## src/rtl/ssr_pkg.sv

```systemverilog
`timescale 1ns/1ps
package ssr_pkg;
  localparam int DATA_W = 8;
  localparam int CNT_W  = $clog2(DATA_W);
  localparam logic [1:0] MODE_RX = 2'b01;

  // Insert one received bit into the partial byte in the selected order.
  function automatic logic [DATA_W-1:0] shift_in(input logic [DATA_W-1:0] sr,
                                                 input logic bit_in,
                                                 input logic lsb_first);
    if (lsb_first) return {bit_in, sr[DATA_W-1:1]};
    else           return {sr[DATA_W-2:0], bit_in};
  endfunction

  // Last bit index of a byte.
  function automatic logic [CNT_W-1:0] last_bit();
    return CNT_W'(DATA_W - 1);
  endfunction
endpackage

```

## src/rtl/ssr_clkgen.sv

```systemverilog
`timescale 1ns/1ps
module ssr_clkgen #(parameter int DIV_W = 8) (
  input  logic             clk,
  input  logic             rst_n,
  input  logic             run_i,
  input  logic [DIV_W-1:0] div_i,
  output logic             sck_o,
  output logic             fall_o,
  output logic             rise_o
);
  logic [DIV_W-1:0] cnt_q;
  logic             sck_q;
  logic             term;

  assign term   = run_i && (cnt_q == div_i);
  assign fall_o = term && sck_q;
  assign rise_o = term && !sck_q;
  assign sck_o  = sck_q;

  always_ff @(posedge clk or negedge rst_n) begin
    if (!rst_n) begin
      cnt_q <= '0;
      sck_q <= 1'b1;
    end else if (!run_i) begin
      cnt_q <= '0;
      sck_q <= 1'b1;
    end else if (term) begin
      cnt_q <= '0;
      sck_q <= ~sck_q;
    end else begin
      cnt_q <= cnt_q + 1'b1;
    end
  end

  // a stopped generator parks the clock high
  a_r7_idle_high: assert property (@(posedge clk) disable iff (!rst_n)
    !run_i |=> sck_o);
  // the clock only toggles on a terminal count
  a_r7_toggle_on_term: assert property (@(posedge clk) disable iff (!rst_n)
    (run_i && !term) |=> $stable(sck_o));
endmodule

```

## src/rtl/ssr_sync.sv

```systemverilog
`timescale 1ns/1ps
module ssr_sync #(parameter int SYNC_N = 2) (
  input  logic clk,
  input  logic rst_n,
  input  logic sck_i,
  input  logic si_i,
  output logic rise_o,
  output logic fall_o,
  output logic si_o
);
  logic [SYNC_N:0]   sck_q;
  logic [SYNC_N-1:0] si_q;

  always_ff @(posedge clk or negedge rst_n) begin
    if (!rst_n) begin
      sck_q <= '1;
      si_q  <= '0;
    end else begin
      sck_q <= {sck_q[SYNC_N-1:0], sck_i};
      si_q  <= {si_q[SYNC_N-2:0], si_i};
    end
  end

  assign rise_o = sck_q[SYNC_N-1] && !sck_q[SYNC_N];
  assign fall_o = !sck_q[SYNC_N-1] && sck_q[SYNC_N];
  assign si_o   = si_q[SYNC_N-1];

  // one synchronized edge gives exactly one event cycle
  a_r8_single_rise: assert property (@(posedge clk) disable iff (!rst_n)
    rise_o |=> !rise_o);
endmodule

```

## src/rtl/ssr_engine.sv

```systemverilog
`timescale 1ns/1ps
module ssr_engine
  import ssr_pkg::*;
(
  input  logic              clk,
  input  logic              rst_n,
  input  logic              abort_i,
  input  logic              go_i,
  input  logic              ext_i,
  input  logic              lsb_i,
  input  logic              rise_i,
  input  logic              fall_i,
  input  logic              din_i,
  input  logic              buf_rd_i,
  input  logic              stat_rd_i,
  output logic              busy_o,
  output logic              shift_o,
  output logic              full_o,
  output logic              err_o,
  output logic              irq_o,
  output logic              done_o,
  output logic [DATA_W-1:0] data_o
);
  logic [DATA_W-1:0] sr_q, sr_next;
  logic [CNT_W-1:0]  cnt_q;
  logic              begin_byte, overrun;

  assign sr_next    = shift_in(sr_q, din_i, lsb_i);
  assign begin_byte = fall_i && go_i && !shift_o;
  assign done_o     = rise_i && shift_o && (cnt_q == last_bit());
  assign overrun    = done_o && full_o && !buf_rd_i && ext_i;

  always_ff @(posedge clk or negedge rst_n) begin
    if (!rst_n) begin
      busy_o <= 1'b0; shift_o <= 1'b0; full_o <= 1'b0; err_o <= 1'b0;
      irq_o  <= 1'b0; cnt_q   <= '0;   sr_q   <= '0;   data_o <= '0;
    end else if (abort_i) begin
      busy_o <= 1'b0; shift_o <= 1'b0; full_o <= 1'b0; err_o <= 1'b0;
      irq_o  <= 1'b0; cnt_q   <= '0;   sr_q   <= '0;   data_o <= '0;
    end else begin
      if (begin_byte) begin
        busy_o  <= 1'b1;
        shift_o <= 1'b1;
        cnt_q   <= '0;
      end else if (!go_i && !shift_o) begin
        busy_o  <= 1'b0;
      end
      if (rise_i && shift_o) begin
        sr_q  <= sr_next;
        cnt_q <= cnt_q + 1'b1;
      end
      if (done_o) begin
        data_o  <= sr_next;
        shift_o <= 1'b0;
      end
      irq_o <= done_o;
      if (done_o)        full_o <= 1'b1;
      else if (buf_rd_i) full_o <= 1'b0;
      if (overrun)        err_o <= 1'b1;
      else if (stat_rd_i) err_o <= 1'b0;
    end
  end

  // every interrupt comes with a loaded buffer
  a_r5_irq_with_full: assert property (@(posedge clk) disable iff (!rst_n)
    irq_o |-> full_o);
  // a read with no completing byte empties the buffer
  a_r6_read_clears: assert property (@(posedge clk) disable iff (!rst_n)
    (buf_rd_i && !done_o && !abort_i) |=> !full_o);
  // operation ends only between bytes or by abort
  a_r9_busy_drop: assert property (@(posedge clk) disable iff (!rst_n)
    $fell(busy_o) |-> ($past(abort_i) || !$past(shift_o)));
  // abort leaves everything cleared
  a_r10_abort_clears: assert property (@(posedge clk) disable iff (!rst_n)
    abort_i |=> (!busy_o && !shift_o && !full_o && !err_o && data_o == '0));
  // errors arise only under an external clock
  a_r8_err_ext_only: assert property (@(posedge clk) disable iff (!rst_n)
    $rose(err_o) |-> $past(ext_i));
endmodule

```

## src/rtl/ssr_rx.sv

```systemverilog
`timescale 1ns/1ps
module ssr_rx
  import ssr_pkg::*;
#(
  parameter int DIV_W  = 8,
  parameter int SYNC_N = 2
) (
  input  logic              clk,
  input  logic              rst_n,
  input  logic              ctl_we,
  input  logic [1:0]        ctl_mode,
  input  logic              ctl_start,
  input  logic              ctl_inhibit,
  input  logic              ctl_ext_clk,
  input  logic              ctl_lsb_first,
  input  logic [DIV_W-1:0]  div_ratio,
  input  logic              buf_rd,
  input  logic              stat_rd,
  input  logic              sck_in,
  input  logic              si,
  output logic              sck_out,
  output logic [DATA_W-1:0] rx_byte,
  output logic              st_busy,
  output logic              st_shift,
  output logic              st_full,
  output logic              st_err,
  output logic              irq
);
  logic [1:0] mode_q;
  logic       start_q, ext_q, lsb_q;
  logic       go, abort, run_int;
  logic       int_rise, int_fall, ext_rise, ext_fall, ext_din;
  logic       ser_rise, ser_fall, ser_din, byte_done;

  always_ff @(posedge clk or negedge rst_n) begin
    if (!rst_n) begin
      mode_q <= 2'b00; start_q <= 1'b0; ext_q <= 1'b0; lsb_q <= 1'b0;
    end else if (ctl_we) begin
      mode_q  <= ctl_mode;
      start_q <= ctl_start && !ctl_inhibit;
      ext_q   <= ctl_ext_clk;
      lsb_q   <= ctl_lsb_first;
    end
  end

  assign abort   = ctl_we && ctl_inhibit;
  assign go      = start_q && (mode_q == MODE_RX);
  assign run_int = !ext_q && (go || st_shift) && !st_full && !abort;

  ssr_clkgen #(.DIV_W(DIV_W)) u_clkgen (
    .clk(clk), .rst_n(rst_n), .run_i(run_int), .div_i(div_ratio),
    .sck_o(sck_out), .fall_o(int_fall), .rise_o(int_rise)
  );

  ssr_sync #(.SYNC_N(SYNC_N)) u_sync (
    .clk(clk), .rst_n(rst_n), .sck_i(sck_in), .si_i(si),
    .rise_o(ext_rise), .fall_o(ext_fall), .si_o(ext_din)
  );

  assign ser_rise = ext_q ? ext_rise : int_rise;
  assign ser_fall = ext_q ? ext_fall : int_fall;
  assign ser_din  = ext_q ? ext_din  : si;

  ssr_engine u_engine (
    .clk(clk), .rst_n(rst_n), .abort_i(abort), .go_i(go), .ext_i(ext_q),
    .lsb_i(lsb_q), .rise_i(ser_rise), .fall_i(ser_fall), .din_i(ser_din),
    .buf_rd_i(buf_rd), .stat_rd_i(stat_rd), .busy_o(st_busy),
    .shift_o(st_shift), .full_o(st_full), .err_o(st_err), .irq_o(irq),
    .done_o(byte_done), .data_o(rx_byte)
  );

  // auto-wait keeps the internal clock high while the buffer is full
  a_r7_wait_high: assert property (@(posedge clk) disable iff (!rst_n)
    (!ext_q && st_full) |-> sck_out);
  // operation starts only at a serial falling edge
  a_r3_busy_on_fall: assert property (@(posedge clk) disable iff (!rst_n)
    $rose(st_busy) |-> $past(ser_fall));
  // a completed byte always raises the interrupt next cycle
  a_r5_done_irq: assert property (@(posedge clk) disable iff (!rst_n)
    (byte_done && !abort) |=> irq);
endmodule

```

## config.mk

```make
export PLATFORM = sky130hd
export DESIGN_NAME = ssr_rx
export DESIGN_NICKNAME = d
export VERILOG_FILES = /design/src/rtl/ssr_pkg.sv /design/src/rtl/ssr_clkgen.sv /design/src/rtl/ssr_sync.sv /design/src/rtl/ssr_engine.sv /design/src/rtl/ssr_rx.sv
export SDC_FILE = /design/constraint.sdc
export NUM_CORES = 1
export LEC_CHECK = 0
export BUFFER_PORTS_ARGS = -buffer_cell sky130_fd_sc_hd__buf_2
export CAP_MARGIN = 15
export CORE_MARGIN = 10
export CORE_UTILIZATION = 59
export DETAILED_ROUTE_END_ITERATION = 16
export PLACE_DENSITY = 0.88
export REMOVE_ABC_BUFFERS = 1
export SLEW_MARGIN = 20
export SYNTH_ARGS = -nofsm -noshare
export SYNTH_HDL_FRONTEND = slang
export SYNTH_SLANG_ARGS = --single-unit
```

## constraint.sdc

```tcl
create_clock -name clk -period 2.6 [get_ports clk]
set_clock_uncertainty 0.05 [all_clocks]
set_input_delay 0.26 -clock clk [delete_from_list [all_inputs] [get_ports clk]]
set_output_delay 0.26 -clock clk [all_outputs]
set_load 0.02 [all_outputs]
```

[Word-level counts from Yosys, hierarchy flattened]
Index checks and enable logic that the tools add are counted.
W data, S select, Z words.
Storage, ports and cells
  logic and storage cells: 88
  bits in registers: 43
  output and inout bits: 14
Cells by class
  reduce and logical (&&, ||, !) cells: 37
  bitwise operators: 1
  add/sub/neg operators: 2
  multiplexer cells: 28
  equal/unequal tests: 4
Operators with widths (count)
  $mux W8: 7
  $logic_and A1 B1 Y1: 19
  $mux W1: 18
  $reduce_bool A3 Y1: 5
  $logic_not A1 Y1: 10
  $mux W3: 3
  $add A8 B1 Y8 const B: 1
  $eq A8 B8 Y1: 1
  $reduce_bool A2 Y1: 2
  $add A3 B1 Y3 const B: 1
  $eq A3 B3 Y1 const B: 1
  $eq A2 B1 Y1 const B: 1
  $ne A2 B2 Y1 const B: 1
  $logic_or A1 B1 Y1: 1
  $not A1 Y1: 1

[Logic depth before layout (Yosys ltp)]
Gate-level depths: netlist of run 1.
  depth in word-level cells: 16
  gate-level depth with buffers: 7
  gate-level depth less buffers: 5

[Hierarchy]
Synthesis of run 1 repeated with hierarchy kept, for this count alone.
Unflattened totals
  cell total of the unflattened synthesis: 175
  area total of the unflattened synthesis: 2157.1 um2
By module, submodules not included
  ssr_engine: seq. area each 600.6 um2, area an instance 1184.9 um2, cells an instance 97, times used 1
  ssr_clkgen: seq. area each 226.5 um2, area an instance 545.5 um2, cells an instance 51, times used 1
  ssr_rx: seq. area each 125.1 um2, area an instance 282.8 um2, cells an instance 20, times used 1
  ssr_sync: seq. area each 128.9 um2, area an instance 143.9 um2, cells an instance 7, times used 1

[Least setup slack after synthesis of run 1]
Ideal clock, no wire load.
  path kind: register -> register
  start point: register u_clkgen.sck_q (netlist: u_clkgen.sck_o)
  end point: register u_engine.data_o[1]
  stages on the path, launching flop included: 7
  data required time: 2471 ps
  setup slack: 860 ps
  arrival: 1610 ps
  period minus slack after synthesis: 1740 ps
  library setup time: 79 ps
  path buffers: 2
  cell sequence: dfstp_2 -> and3b_1 -> and4b_1 -> buf_4 -> o21ai_4 -> buf_6 -> mux2i_1
On the way
  longest elaborated chain between the ends: 6
Ends and longest elaborated chain
  start: declaration: line ssr_clkgen.sv:12  | logic sck_q;
  start signal: assignment: line ssr_clkgen.sv:29  | sck_q <= ~sck_q;
  $logic_not A1 Y1: line ssr_clkgen.sv:17  | assign rise_o = term && !sck_q;
  $logic_and A1 B1 Y1: line ssr_clkgen.sv:17
  $mux W1: line ssr_rx.sv:60  | assign ser_rise = ext_q ? ext_rise : int_rise;
  $logic_and A1 B1 Y1 (2 in series): line ssr_engine.sv:30  | assign done_o = rise_i && shift_o && (cnt_q == last_bit());
  $reduce_bool A2 Y1 (no line)
  end signal: assignment: line ssr_engine.sv:53  | data_o <= sr_next;
  end: declaration: line ssr_engine.sv:22  | output logic [DATA_W-1:0] data_o
Every way passes these cells.
A chain may end at the register's enable or synchronous reset.

[Worst setup path in the final report of run 1]
  start point: register u_clkgen.cnt_q[2]
  end point: register u_engine.err_o
On the way
  longest elaborated chain between the ends: 11
  elaborated cells on any way between the ends: 12
  those cells by class: eq/ne (1); mux (3); reduce/logical (8)
Ends and longest elaborated chain
  start: declaration: line ssr_clkgen.sv:11  | logic [DIV_W-1:0] cnt_q;
  start signal: assignment: line ssr_clkgen.sv:31  | cnt_q <= cnt_q + 1'b1;
  $eq A8 B8 Y1 (*): line ssr_clkgen.sv:15  | assign term = run_i && (cnt_q == div_i);
  $logic_and A1 B1 Y1 (*): line ssr_clkgen.sv:15
  $logic_and A1 B1 Y1 (*): line ssr_clkgen.sv:17
  $mux W1 (*): line ssr_rx.sv:60
  $logic_and A1 B1 Y1 (*) (2 in series): line ssr_engine.sv:30
  $logic_and A1 B1 Y1 (*) (3 in series): line ssr_engine.sv:31  | assign overrun = done_o && full_o && !buf_rd_i && ext_i;
  $mux W1: line ssr_engine.sv:59  | if (overrun) err_o <= 1'b1;
  $mux W1: line ssr_engine.sv:37  | end else if (abort_i) begin
  end signal: assignment: line ssr_engine.sv:38  | busy_o <= 1'b0; shift_o <= 1'b0; full_o <= 1'b0; err_o <= 1'b0;
  end signal: assignment: line ssr_engine.sv:59
  end signal: assignment: line ssr_engine.sv:60  | else if (stat_rd_i) err_o <= 1'b0;
  end: declaration: line ssr_engine.sv:19  | output logic err_o,
Mark *: on every way between the ends. The rest lies on a longest branch, timed or not.

==> results of run 1 <==
## per-stage QoR
stage	setup slack (ns)	cells
finish	0.503	269
global route	0.394	269
CTS	0.503	269
detailed placement	0.497	258
global placement	0.586	258
floorplan	0.722	176
## flip-flops by register name (all words and copies together), names as in the netlist, 2 cells and up
register	count
u_clkgen.cnt_q	8
u_engine.data_o	8
u_engine.sr_q	8
u_engine.cnt_q	3
u_sync.sck_q	3
mode_q	2
u_sync.si_q	2
## how the worst max path moves through the flow
| stage | start | to | slack [ns] | depth (start not counted) |
|---|---|---|---|---|
| after floorplan | u_engine.full_o$_DFFE_PN0P_ | u_engine.err_o$_DFFE_PN0P_ | 0.72 | 5 |
| after global placement | u_clkgen.cnt_q[2]$_DFF_PN0_ | u_engine.err_o$_DFFE_PN0P_ | 0.59 | 5 |
| after detailed placement | ctl_we | u_engine.err_o$_DFFE_PN0P_ | 0.50 | 6 |
| after CTS | u_clkgen.cnt_q[2]$_DFF_PN0_ | u_engine.err_o$_DFFE_PN0P_ | 0.50 | 5 |
| after global routing | ext_q$_DFFE_PN0P_ | u_engine.err_o$_DFFE_PN0P_ | 0.39 | 5 |
| final | u_clkgen.cnt_q[2]$_DFF_PN0_ | u_engine.err_o$_DFFE_PN0P_ | 0.50 | 5 |
## routing by layer
layer  GRT usage [%]  up-vias  share of wire, %
met5               0        -                 0
met4            4.66        0               1.4
met3            5.52        7               6.4
met2            23.4       26                51
met1            14.6      697                42
li1                -      710                 -
## layout make-up
class / count / area [sq um] / area share (%)
flip-flops and latches: 43 / 1080 / 45.8
multi-input cells: 130 / 920 / 39.0
repair buffers: 39 / 215 / 9.12
well taps: 46 / 57.6 / 2.44
clock buffers: 7 / 45.0 / 1.91
clock inverters: 1 / 30.0 / 1.27
inverters: 3 / 11.3 / 0.477
## report_power, final
part / internal, mW / switching (mW) / total [mW]
registers: 0.683 / 0.0124 / 0.695
logic: 0.0361 / 0.0477 / 0.0837
clock network: 0.204 / 0.195 / 0.399
## critical path, cell delays in order, from the launching register on
cell,delay [ns]
dfrtp_1,0.45
xor2_1,0.17
nor4_2,0.33
and4b_1,0.50
o21ai_4,0.21
o41ai_2,0.30
## kinds of logic (layout without fill, tap and decap cells)
family,count (synthesis),count (layout),share of synthesized area [%]
mux,25,25,12.7
xor+xnor,15,15,6.41
compound gates,18,18,7.02
fa+ha+maj,3,3,1.83
simple gates,69,69,16.9
buf+inv,10,50,2.38
flops,43,43,52.7
## cell usage in the layout (no fill, tap or decap), drive strengths merged, types with 3 or more instances in the layout
master	count
o211ai	4
mux2	8
nor2b	3
xnor2	3
nand2	34
clkbuf	7
dlygate4sd3	3
inv	3
nand3	6
dfrtp	39
dfstp	4
nand3b	4
o21ai	6
buf	36
o41ai	4
xor2	12
ha	3
mux2i	17
nor2	12
and3	3
==> flow_summary.ini, run 1 <==
[outcome]
status = complete, no violations

[clock_network]
numCtsBuffers = 5
clk_latency_ns = 0.35
path_clk_slew_ns = 0.11
ctsHoldBuffers = 3
ctsLongestPathBuffers = 2
cts_setup_buffers = 0
cts-root-buf = clkbuf_4
h-tree-depth = 2
cts_resized = 0
cts_tree = done
numClockSinks = 43

[die]
io_pins = 35
die_w_um = 78.9
core-area_sq_um = 3340
initial_utilization_pct = 61.4
dieHeight_um = 78.9
dieArea_sq_um = 6230
rows = 21

[synthesis]
ys_warn_count = 0
synth_top_cell_by_area = dfrtp_1
synth_flop_cell = dfrtp_1
synth.distinct_cells = 34
post-synth-top-count-cell = dfrtp_1
synth.area.top_cells = dfrtp_1, mux2i_1, nand2_1
async_flop_share_pct = 100
synth_area_sq_um = 2050
netlist.area_leader.share_pct = 47.6
seq_area_frac_synth_pct = 52.7
synth_edf_count = 0
synth_seq_cells = 43
syn_inst = 183
synth_common_cells = dfrtp_1, nand2_1, mux2i_1
synth.avg_cell_area_sq_um = 11.2

[worst_setup_path]
r2r_slack_ns = 0.50
reg2reg_depth = 5
worst-setup-path-type = flop to flop
cp-start-kind = flop
rr_startpoint = u_clkgen.cnt_q[2]$_DFF_PN0_
crit_fanout = 12
r2r-end = u_engine.err_o$_DFFE_PN0P_
endpoint_kind = flop
required_ns = 2.80
cp.arrival_ns = 2.30

[sta]
slew_headroom_pct = 39.9
setup_violations = 0
setup-tns-final_ns = 0
finalCritPeriodShare_pct = 80.6
hold_viol = 0
hold_slack_ns = 0.0860
rsz0062_at_grt = false
min_period_ns = 2.10
worst_pin_slew_ns = 0.902
finalMaxSlewViolations = 0
fmax_mhz = 477

[layout]
layout-drive-gt1-share_pct = 26.5
nNetsFinal = 246
area_growth_pct = 15.1
fillers = 265
utilization_pct = 70.7
n_antenna_cell = 0
finalInstanceArea_sq_um = 2360

[grt]
grt_pass1_wl_um = 6820
grt_pass1_vias = 1507
grt-ovfl-total = 0
antenna_found_initial = 0
track_usage_pct = 13.5
grt_start_max_net_pins = 44

[power]
finalPower_mw = 1.18
peakVddDrop_mv = 0.405
powerDensity_nw_per_um2 = 499
p_leak_nw = 1.24

[detailed_routing]
drt-pass1-iter-count = 4
vias = 1440
detail-route-antenna-nets = 0
wire_per_inst_um = 14.8
wirelength_um = 3970
drt_iter0_drc = 22
vias_per_cell = 5.35
drc = 0

[hold_path]
hold-path-endpoint = ext_q$_DFFE_PN0P_
min-delay-start = ctl_ext_clk
min_path_type = primary input to flop
hold_path_depth = 3

[flow_run]
maxCapViolCount = 0

[place]
io_buffers = 34
dpl-instance-area_sq_um = 2250
globalplace.congestion = 0.733
dpl.hpwl_um = 3010
(Power assumes the default switching activity.)
==> run 2: changes to the inputs <==
CORE_UTILIZATION = 55   (was 59)
PLACE_DENSITY = 0.83   (was 0.88)
clock period = 2.2 ns   (was 2.6 ns; I/O delays follow)
==> run 2 against run 1 <==
Wire length is 4.6% higher; sequential share of layout area is 1.4 points lower; combinational power is 24% higher; flip-flop and latch count stayed put; cell count is 2.2% higher; clock power is 59% higher; global-route usage is 0.59 points higher; total power is 32% higher; count of clock-buffer cells in the layout is 1 lower; utilization is 3.7 points lower; sequential power is 18% higher; hold slack better by 0.00090 ns.
==> flow_summary.ini, run 2 (synthesis results as in run 1) <==
[outcome]
status = complete, no violations

[power]
peakVddDrop_mv = 0.641
p_leak_nw = 1.28
finalPower_mw = 1.56
powerDensity_nw_per_um2 = 641

[hold_path]
min_path_type = primary input to flop
min-delay-start = ctl_ext_clk
hold_path_depth = 3
hold-path-endpoint = ext_q$_DFFE_PN0P_

[clock_network]
clk_latency_ns = 0.30
numClockSinks = 43
h-tree-depth = 2
cts-root-buf = clkbuf_8
path_clk_slew_ns = 0.08
cts_resized = 0
ctsLongestPathBuffers = 2
ctsHoldBuffers = 3
numCtsBuffers = 5
cts_setup_buffers = 0
cts_tree = done

[grt]
grt_start_max_net_pins = 19
grt-ovfl-total = 0
antenna_found_initial = 0
grt_pass1_vias = 1516
grt_pass1_wl_um = 7180
track_usage_pct = 14.1

[die]
die_w_um = 81.0
rows = 22
core-area_sq_um = 3630
dieArea_sq_um = 6570
dieHeight_um = 81.0
io_pins = 35
initial_utilization_pct = 56.4

[detailed_routing]
vias = 1448
wirelength_um = 4160
wire_per_inst_um = 15.1
vias_per_cell = 5.27
drc = 0
detail-route-antenna-nets = 0
drt_iter0_drc = 53
drt-pass1-iter-count = 4

[layout]
area_growth_pct = 18.8
layoutNonFillerInstCount = 275
layout-drive-gt1-share_pct = 28.6
finalInstanceArea_sq_um = 2430
nNetsFinal = 250
fillers = 297
n_antenna_cell = 0
top_regs = u_clkgen.cnt_q (8), u_engine.data_o (8), u_engine.sr_q (8)
layout_common_cells = dfrtp_1, nand2_1, buf_2
final_common_cell = dfrtp_1
utilization_pct = 67.0

[worst_setup_path]
path_cells = a211oi_1 -> and3b_1 -> and4b_1 -> o21ai_4 -> o41ai_2
required_ns = 2.35
endpoint_kind = flop
r2r-end = u_engine.err_o$_DFFE_PN0P_
rr_startpoint = ext_q$_DFFE_PN0P_
cp-startpoint = ext_q$_DFFE_PN0P_
max_stage_delay_ns = 0.42
crit_fanout = 12
cp-start-kind = flop
worst-setup-path-type = flop to flop
cp.arrival_ns = 2.05
reg2reg_depth = 5
cpLargestDelayFamily = compound AO/OA/AOI/OAI gates
cpMaxStageDelayCell = dfrtp_1
r2r_slack_ns = 0.30
path_buf_inv = 0

[sta]
setup-tns-final_ns = 0
hold_slack_ns = 0.0869
min_period_ns = 1.90
fmax_mhz = 526
rsz0062_at_grt = false
setup_ws_ns = 0.298
setup_violations = 0
finalCritPeriodShare_pct = 86.4
hold_viol = 0
slew_headroom_pct = 67.2
finalMaxSlewViolations = 0
worst_pin_slew_ns = 0.490

[place]
dp_slack_ns = 0.289
placed_cells = 264
dpl.hpwl_um = 3150
dpl-instance-area_sq_um = 2290
globalplace.congestion = 0.772
io_buffers = 34

[flow_run]
maxCapViolCount = 0
run 2: cell count changes in the layout (fill, tap and decap cells not counted), sizes merged:
cell,delta
clkbuf,-1
clkinv,+1
buf,+4
run 2: how the worst max path moves through the flow:
stage | endpoint | depth (start not counted)
detailed placement | u_engine.err_o$_DFFE_PN0P_ | 5
global placement | u_engine.err_o$_DFFE_PN0P_ | 6
CTS | u_engine.err_o$_DFFE_PN0P_ | 5
finish | u_engine.err_o$_DFFE_PN0P_ | 5
floorplan | u_engine.err_o$_DFFE_PN0P_ | 5
global route | u_engine.err_o$_DFFE_PN0P_ | 5
run 2: area by class of cell:
cell class              instances  area (sq um)  area share [%]
clock inverters                 2          35.0            1.44
flip-flops and latches         43          1080            44.4
repair buffers                 43           245            10.1
multi-input cells             130           920            37.8
well taps                      48          60.1            2.47
clock buffers                   6          82.6            3.39
inverters                       3          11.3           0.462
run 2: worst reg2reg max path, delay by kind of cell (launching register included):
kind	cells	cell delay, ns
compound gates	3	0.85
flops	1	0.42
simple gates	2	0.48
run 2: where the power goes:
part | switching [mW] | internal (mW)
clock network | 0.267 | 0.367
logic | 0.0583 | 0.0453
registers | 0.0148 | 0.807
total | 0.341 | 1.22
run 2: layer usage:
layer  wire length, um  vias up  track usage (%)
met5                 0        -                0
met4                45        0             5.71
met3               224        6             5.63
met2              2090       25             24.0
met1              1790      699             15.3
li1                  -      718                -
